[src/rtl/wdiv_pkg.sv]
// Shared types for the wide-dividend divider.
// Assumes nothing beyond IEEE 1800-2017 enum support.
package wdiv_pkg;

    // Control sequencer states of the divider.
    typedef enum logic [1:0] {
        ST_IDLE = 2'd0,
        ST_RUN  = 2'd1,
        ST_FIN  = 2'd2
    } wdiv_state_e;

endpackage

[src/rtl/wdiv_operand_prep.sv]
// Operand preparation: builds the double-width dividend, converts both
// operands to magnitudes in signed mode, records which result signs must
// be flipped, and flags errors visible before iterating (zero divisor, or
// upper magnitude word not below the divisor magnitude, which means the
// quotient magnitude needs more than DW bits).
// Assumes: purely combinational, DW >= 2.
module wdiv_operand_prep #(
    parameter int DW = 16
) (
    input  logic          signed_mode,
    input  logic [DW-1:0] dvd_hi,
    input  logic [DW-1:0] dvd_lo,
    input  logic [DW-1:0] dvsr,
    output logic [DW-1:0] mag_hi,
    output logic [DW-1:0] mag_lo,
    output logic [DW-1:0] mag_dvsr,
    output logic          q_neg,
    output logic          r_neg,
    output logic          pre_err
);
    localparam int NW = 2 * DW;

    logic [NW-1:0] dvd_full;
    logic [NW-1:0] dvd_mag;
    logic          dvd_is_neg;
    logic          dvsr_is_neg;

    // Form the dividend, take magnitudes and derive the early error.
    always_comb begin
        dvd_full    = {dvd_hi, dvd_lo};
        dvd_is_neg  = signed_mode & dvd_full[NW-1];
        dvsr_is_neg = signed_mode & dvsr[DW-1];
        dvd_mag     = dvd_is_neg ? (~dvd_full + NW'(1)) : dvd_full;
        mag_dvsr    = dvsr_is_neg ? (~dvsr + DW'(1)) : dvsr;
        mag_hi      = dvd_mag[NW-1:DW];
        mag_lo      = dvd_mag[DW-1:0];
        q_neg       = dvd_is_neg ^ dvsr_is_neg;
        r_neg       = dvd_is_neg;
        pre_err     = (mag_dvsr == '0) | (mag_hi >= mag_dvsr);
    end
endmodule

[src/rtl/wdiv_iter_core.sv]
// Restoring shift-subtract engine. On load it takes the magnitude upper
// word as partial remainder and the lower word as quotient shifter; each
// step yields one quotient bit. After DW steps the shifter holds the
// quotient and the partial register the remainder.
// Assumes: upper word < divisor at load for a meaningful result (the
// caller discards the result otherwise).
module wdiv_iter_core #(
    parameter int DW = 16
) (
    input  logic          clk,
    input  logic          rst_n,
    input  logic          load,
    input  logic          step,
    input  logic [DW-1:0] ld_hi,
    input  logic [DW-1:0] ld_lo,
    input  logic [DW-1:0] ld_dvsr,
    output logic [DW-1:0] q_mag,
    output logic [DW-1:0] r_mag,
    output logic          last_step
);
    localparam int CW = (DW > 2) ? $clog2(DW) : 1;

    logic [DW-1:0] part_r;
    logic [DW-1:0] shq_r;
    logic [DW-1:0] dsr_r;
    logic [CW-1:0] cnt_r;
    logic [DW:0]   trial;
    logic [DW:0]   diff;
    logic          fits;

    // Trial subtraction of the divisor from the shifted partial remainder.
    always_comb begin
        trial = {part_r, shq_r[DW-1]};
        diff  = trial - {1'b0, dsr_r};
        fits  = ~diff[DW];
    end

    // Load operands or advance one quotient bit per step.
    always_ff @(posedge clk) begin
        if (!rst_n) begin
            part_r <= '0;
            shq_r  <= '0;
            dsr_r  <= '0;
            cnt_r  <= '0;
        end else if (load) begin
            part_r <= ld_hi;
            shq_r  <= ld_lo;
            dsr_r  <= ld_dvsr;
            cnt_r  <= '0;
        end else if (step) begin
            part_r <= fits ? diff[DW-1:0] : trial[DW-1:0];
            shq_r  <= {shq_r[DW-2:0], fits};
            cnt_r  <= cnt_r + CW'(1);
        end
    end

    assign q_mag     = shq_r;
    assign r_mag     = part_r;
    assign last_step = (cnt_r == CW'(DW - 1));
endmodule

[src/rtl/wdiv_result_fix.sv]
// Result correction: re-applies signs to quotient and remainder and
// folds the late signed range check into the early error.
// Assumes: purely combinational; inputs stable in the finishing state.
module wdiv_result_fix #(
    parameter int DW = 16
) (
    input  logic          is_signed,
    input  logic          q_neg,
    input  logic          r_neg,
    input  logic          pre_err,
    input  logic [DW-1:0] q_mag,
    input  logic [DW-1:0] r_mag,
    output logic [DW-1:0] quot,
    output logic [DW-1:0] rem,
    output logic          err
);
    localparam logic [DW-1:0] NEG_LIMIT = {1'b1, {(DW-1){1'b0}}};

    logic range_bad;

    // Signed range test on the magnitude, then sign restoration.
    always_comb begin
        range_bad = q_neg ? (q_mag > NEG_LIMIT) : q_mag[DW-1];
        err       = pre_err | (is_signed & range_bad);
        quot      = q_neg ? (~q_mag + DW'(1)) : q_mag;
        rem       = r_neg ? (~r_mag + DW'(1)) : r_mag;
    end
endmodule

[src/rtl/wdiv_unit.sv]
// Top of the wide-dividend divider: start/busy/done sequencing, capture
// of sign and early-error state, result registers that are written only
// on success, and the optional forced carry output.
// Assumes: synchronous active-low reset; operands valid with start_i.
module wdiv_unit #(
    parameter int DW       = 16,
    parameter bit FORCE_CF = 1'b0
) (
    input  logic          clk,
    input  logic          rst_n,
    input  logic          start_i,
    input  logic          signed_i,
    input  logic [DW-1:0] dvd_hi_i,
    input  logic [DW-1:0] dvd_lo_i,
    input  logic [DW-1:0] dvsr_i,
    output logic          busy_o,
    output logic          done_o,
    output logic          err_o,
    output logic [DW-1:0] quot_o,
    output logic [DW-1:0] rem_o,
    output logic          cf_o
);
    import wdiv_pkg::*;

    wdiv_state_e   state_r;
    logic          accept;
    logic          sgn_r, qneg_r, rneg_r, perr_r;
    logic          done_r, err_r, cf_r;
    logic [DW-1:0] quot_r, rem_r;

    logic [DW-1:0] p_hi, p_lo, p_dsr;
    logic          p_qneg, p_rneg, p_err;
    logic [DW-1:0] c_q, c_r;
    logic          c_last;
    logic [DW-1:0] f_q, f_r;
    logic          f_err;

    assign accept = start_i & (state_r == ST_IDLE);

    wdiv_operand_prep #(.DW(DW)) u_prep (
        .signed_mode (signed_i),
        .dvd_hi      (dvd_hi_i),
        .dvd_lo      (dvd_lo_i),
        .dvsr        (dvsr_i),
        .mag_hi      (p_hi),
        .mag_lo      (p_lo),
        .mag_dvsr    (p_dsr),
        .q_neg       (p_qneg),
        .r_neg       (p_rneg),
        .pre_err     (p_err)
    );

    wdiv_iter_core #(.DW(DW)) u_core (
        .clk       (clk),
        .rst_n     (rst_n),
        .load      (accept),
        .step      (state_r == ST_RUN),
        .ld_hi     (p_hi),
        .ld_lo     (p_lo),
        .ld_dvsr   (p_dsr),
        .q_mag     (c_q),
        .r_mag     (c_r),
        .last_step (c_last)
    );

    wdiv_result_fix #(.DW(DW)) u_fix (
        .is_signed (sgn_r),
        .q_neg     (qneg_r),
        .r_neg     (rneg_r),
        .pre_err   (perr_r),
        .q_mag     (c_q),
        .r_mag     (c_r),
        .quot      (f_q),
        .rem       (f_r),
        .err       (f_err)
    );

    // Sequencer: idle -> run for DW steps -> finish -> idle.
    always_ff @(posedge clk) begin
        if (!rst_n) begin
            state_r <= ST_IDLE;
        end else begin
            case (state_r)
                ST_IDLE: if (accept) state_r <= ST_RUN;
                ST_RUN:  if (c_last) state_r <= ST_FIN;
                ST_FIN:  state_r <= ST_IDLE;
                default: state_r <= ST_IDLE;
            endcase
        end
    end

    // Capture mode, result signs and early error with the operands.
    always_ff @(posedge clk) begin
        if (!rst_n) begin
            sgn_r  <= 1'b0;
            qneg_r <= 1'b0;
            rneg_r <= 1'b0;
            perr_r <= 1'b0;
        end else if (accept) begin
            sgn_r  <= signed_i;
            qneg_r <= p_qneg;
            rneg_r <= p_rneg;
            perr_r <= p_err;
        end
    end

    // Completion: pulse done, report error, write results only on success.
    always_ff @(posedge clk) begin
        if (!rst_n) begin
            done_r <= 1'b0;
            err_r  <= 1'b0;
            quot_r <= '0;
            rem_r  <= '0;
        end else if (state_r == ST_FIN) begin
            done_r <= 1'b1;
            err_r  <= f_err;
            if (!f_err) begin
                quot_r <= f_q;
                rem_r  <= f_r;
            end
        end else begin
            done_r <= 1'b0;
            err_r  <= 1'b0;
        end
    end

    // Forced carry output, set on completion when enabled.
    generate
        if (FORCE_CF) begin : g_cf_forced
            always_ff @(posedge clk) begin
                if (!rst_n)                 cf_r <= 1'b0;
                else if (state_r == ST_FIN) cf_r <= 1'b1;
            end
        end else begin : g_cf_off
            assign cf_r = 1'b0;
        end
    endgenerate

    assign busy_o = (state_r != ST_IDLE);
    assign done_o = done_r;
    assign err_o  = err_r;
    assign quot_o = quot_r;
    assign rem_o  = rem_r;
    assign cf_o   = cf_r;
endmodule

[config.mk]
export PLATFORM = sky130hd
export DESIGN_NAME = wdiv_unit
export DESIGN_NICKNAME = d
export VERILOG_FILES = /design/src/rtl/wdiv_pkg.sv /design/src/rtl/wdiv_operand_prep.sv /design/src/rtl/wdiv_iter_core.sv /design/src/rtl/wdiv_result_fix.sv /design/src/rtl/wdiv_unit.sv
export SDC_FILE = /design/constraint.sdc
export NUM_CORES = 1
export LEC_CHECK = 0
export ABC_AREA = 1
export BUFFER_PORTS_ARGS = -buffer_cell sky130_fd_sc_hd__buf_2
export CAP_MARGIN = 25
export CORE_MARGIN = 3
export CORE_UTILIZATION = 47
export DETAILED_ROUTE_END_ITERATION = 7
export PLACE_DENSITY = 0.76
export SETUP_SLACK_MARGIN = 0.1
export SLEW_MARGIN = 20
export SYNTH_ARGS = -nofsm -noshare
export SYNTH_HDL_FRONTEND = slang
export SYNTH_HIERARCHICAL = 1
export SYNTH_SLANG_ARGS = --single-unit
[constraint.sdc]
create_clock -name clk -period 4.2 [get_ports clk]
set_input_delay 0 -clock clk [delete_from_list [all_inputs] [get_ports clk]]
set_output_delay 0 -clock clk [all_outputs]
set_load 0.1 [all_outputs]
==> results.yml <==
clock_network:
  cts_buffers: 9
  clk_path_buf_depth: 2
  clk_pin_slew_worst_paths_ns: 0.08
  cts_setup_buffers: 0
  ctsHtreeMaxLevel: 3
  cts_root_buf: "clkbuf_16"
  clock_latency_ns: 0.35
  cts_tree: "done"
  clock_sinks: 92
setup_path:
  required_ns: 4.46
  timing.rr.start: "u_core/q_mag[15]$_SDFFE_PN0P_"
  end_kind: "flip-flop"
  crit_chain: "dlygate4sd3_1 -> buf_2 -> inv_1 -> ha_1 -> nand4_1 -> nor2_2 -> nand3_1 -> o21ai_2 -> nand2_1 -> xor2_1 -> ha_1 -> nand4_1 -> inv_1 -> a21oi_1 -> o21ai_0 -> nor2_1 -> nand2_1 -> inv_1 -> nand3_1 -> nand2_1 -> nor2_1"
  cpPeakStageDelay_ns: 0.53
  cp-start-kind: "input pin"
  crit_type: "in2reg"
  reg2reg_depth: 15
  worstReg2RegEnd: "u_core/r_mag[9]$_SDFFE_PN0P_"
  setup.worst_path.start: "dvd_lo_i[0]"
  arrival_ns: 3.23
  slowest_stage: "dlygate4sd3_1"
  reg2reg_slack_ns: 1.46
  worstPathMaxFanout: 4
yosys:
  netlist_instances: 1292
  synthFlopType: "dfxtp_1"
  synth_edf_count: 0
  syn_area_um2: 7700
  ys_ff_latch: 92
  syn_avg_cell_area_um2: 5.960
  syn_nets: 1383
  synth.distinct_cells: 48
  async_flop_share_pct: 0
  yosysWarnings: 6
  ys_seq_area_share_pct: 23.92
sta:
  setup_violations: 0
  layout_setup_ws_ns: 1.224
  clock.fmax_mhz: 336.0
  fin_setup_tns_ns: 0
  final.min_clock_period_ns: 2.976
  relSlewSlack_pct: 47.80
  clock_skew_ns: 0.01369
  rsz0062_at_grt: "false"
  period_share_pct: 70.85
  hold_violations: 0
  drv_slew: 0
  worst_pin_slew_ns: 0.7801
finish:
  diodes: 0
  n_fill_cell: 1656
  nets: 1447
  area_delta_synth_final_pct: 11.08
  drive_above_1_share_pct: 11.40
  final_util_pct: 53.65
hold_path:
  worstHoldPathCells: 5
  hold-path-endpoint: "sgn_r$_SDFFE_PN0P_"
  hold_path_class: "in2reg"
  worstHoldStart: "signed_i"
drt:
  route.met3.wl_mm: 1.674
  drc: 0
  dr_wl_met2_mm: 9.334
  ant_nets: 0
  met1_length_mm: 10.01
  vias: 8143
  wl_per_cell_um: 13.48
  highest_layer: "met4"
  drt-pass1-iter-count: 6
  drt-total-wl_mm: 21.25
  vias_per_cell: 5.167
  drtIter0Drc: 829
floorplanning:
  core_area_um2: 15940
  dieHeight_um: 134.0
  dieArea_um2: 17950
  fp.dieW_um: 134.0
  row_count: 46
  start_util_pct: 48.30
  ios: 88
power_and_ir_drop:
  power_leakage_nw: 4.604
  total_power_mw: 3.056
  powerDensity_nw_per_um2: 357.2
  irDropWorstVdd_uv: 209.0
placed_design:
  hpwl_mm: 16.09
  dp_slack_ns: 1.531
  portBuffers: 86
  place_congestion: 0.9687
grt:
  first_global_vias: 7194
  antenna_found_initial: 0
  grt_pass1_wl_mm: 34.71
  grt_max_degree: 67
  grt.overflow.total: 0
  grt_usage_pct: 23.42
outcome:
  outcome: "finished clean"
flow_run:
  maxCapViolCount: 0
layout by cell type, fill, tap and decap left out, types with 9 or more instances in the layout:
| master | n |
|---|---|
| clkbuf_16 | 9 |
| inv_1 | 217 |
| dfxtp_1 | 92 |
| xor2_1 | 39 |
| nand3_1 | 91 |
| a21oi_1 | 58 |
| nand2_1 | 360 |
| buf_2 | 86 |
| xnor2_1 | 11 |
| nand4_1 | 17 |
| a22oi_1 | 15 |
| ha_1 | 38 |
| nand2_2 | 13 |
| o21ai_0 | 58 |
| nor2_1 | 167 |
critical path, delay by kind of cell:
kind / cells / cell delay [ns]
and+or+nand+nor: 10 / 1.03
AOI/OAI and AO/OA: 3 / 0.47
xor gates and xnor gates: 1 / 0.34
buffers and inverters: 5 / 0.85
adders and majority gates: 2 / 0.53
area by class of cell:
| cell class | instances | area [um2] | area share (%) |
|---|---|---|---|
| clock buffers | 9 | 225.2 | 2.633 |
| clock inverters | 6 | 71.32 | 0.8338 |
| inverters | 224 | 843.3 | 9.860 |
| multi-input cells | 935 | 4796 | 56.07 |
| flip-flops and latches | 92 | 1842 | 21.53 |
| well taps | 216 | 270.3 | 3.160 |
| repair buffers | 94 | 505.5 | 5.910 |
cell families after synthesis:
family,after synthesis,synth area share (%)
other cells,1,0.04870
buf+inv,265,13.80
xor+xnor,50,5.687
fa+ha+maj,39,6.435
flops,92,23.92
compound gates,161,12.22
simple gates,684,37.89
report_power, final:
part / total, mW / leakage [nW] / switching, mW / internal [mW]
Sequential: 1.01 / 0.751 / 0.0833 / 0.926
Clock: 0.830 / 0.144 / 0.366 / 0.465
Combinational: 1.22 / 3.71 / 0.804 / 0.412
Total: 3.06 / 4.60 / 1.25 / 1.80
sequential cells by signal (all words and copies together), names as in the netlist, 2 cells and up:
register and flops:
state_r 2, u_core/cnt_r 4, u_core/dsr_r 16, u_core/q_mag 16, rem_o 16, u_core/r_mag 16, quot_o 16
cell usage after synthesis (5+ instances only):
cell | instances | area share, %
a21oi_1 | 58 | 3.8
nand2_1 | 360 | 18
inv_2 | 6 | 0.29
a22oi_1 | 15 | 1.5
nand3_1 | 91 | 5.9
xnor2_1 | 11 | 1.3
o21ai_2 | 6 | 0.68
nor3_1 | 8 | 0.52
buf_4 | 10 | 0.97
xor2_1 | 39 | 4.4
inv_1 | 217 | 11
nand2_2 | 13 | 1.1
dfxtp_1 | 92 | 24
ha_1 | 38 | 6.2
nor2_1 | 167 | 8.1
o21ai_0 | 58 | 3.8
o21ai_1 | 5 | 0.32
nand4_1 | 17 | 1.4
buf_2 | 10 | 0.65
clkbuf_1 | 16 | 0.78
nor2_2 | 8 | 0.65
through the flow:
step	std cells	hold WS, ns	area, um2
floorplan	1292	0.1692	7700
global placement	1557	0.3135	8212
detailed placement	1557	0.3307	8212
CTS	1575	0.02267	8538
global route	1576	0.06687	8553
finish	1576	0.02662	8553
how the worst max path moves through the flow:
stage                                         endpoint  cells past startpoint
after floorplan           u_core/r_mag[6]$_SDFFE_PN0P_                     16
after global placement             perr_r$_SDFFE_PN0P_                     21
after detailed placement           perr_r$_SDFFE_PN0P_                     20
after CTS                          perr_r$_SDFFE_PN0P_                     21
after global routing               perr_r$_SDFFE_PN0P_                     21
final                              perr_r$_SDFFE_PN0P_                     21
timing repair:
action,in CTS,in global routing
resized for setup,0,0
endpoints found under the hold margin,5,0
hold buffers,3,0
endpoints found under the setup margin,0,0
layer usage:
metal	vias to the layer above	global-route usage, %
met5	-	0
met2	311	37.00
met1	3650	33.36
met4	0	4.914
li1	4158	-
met3	24	4.539
(Power assumes the default switching activity.)
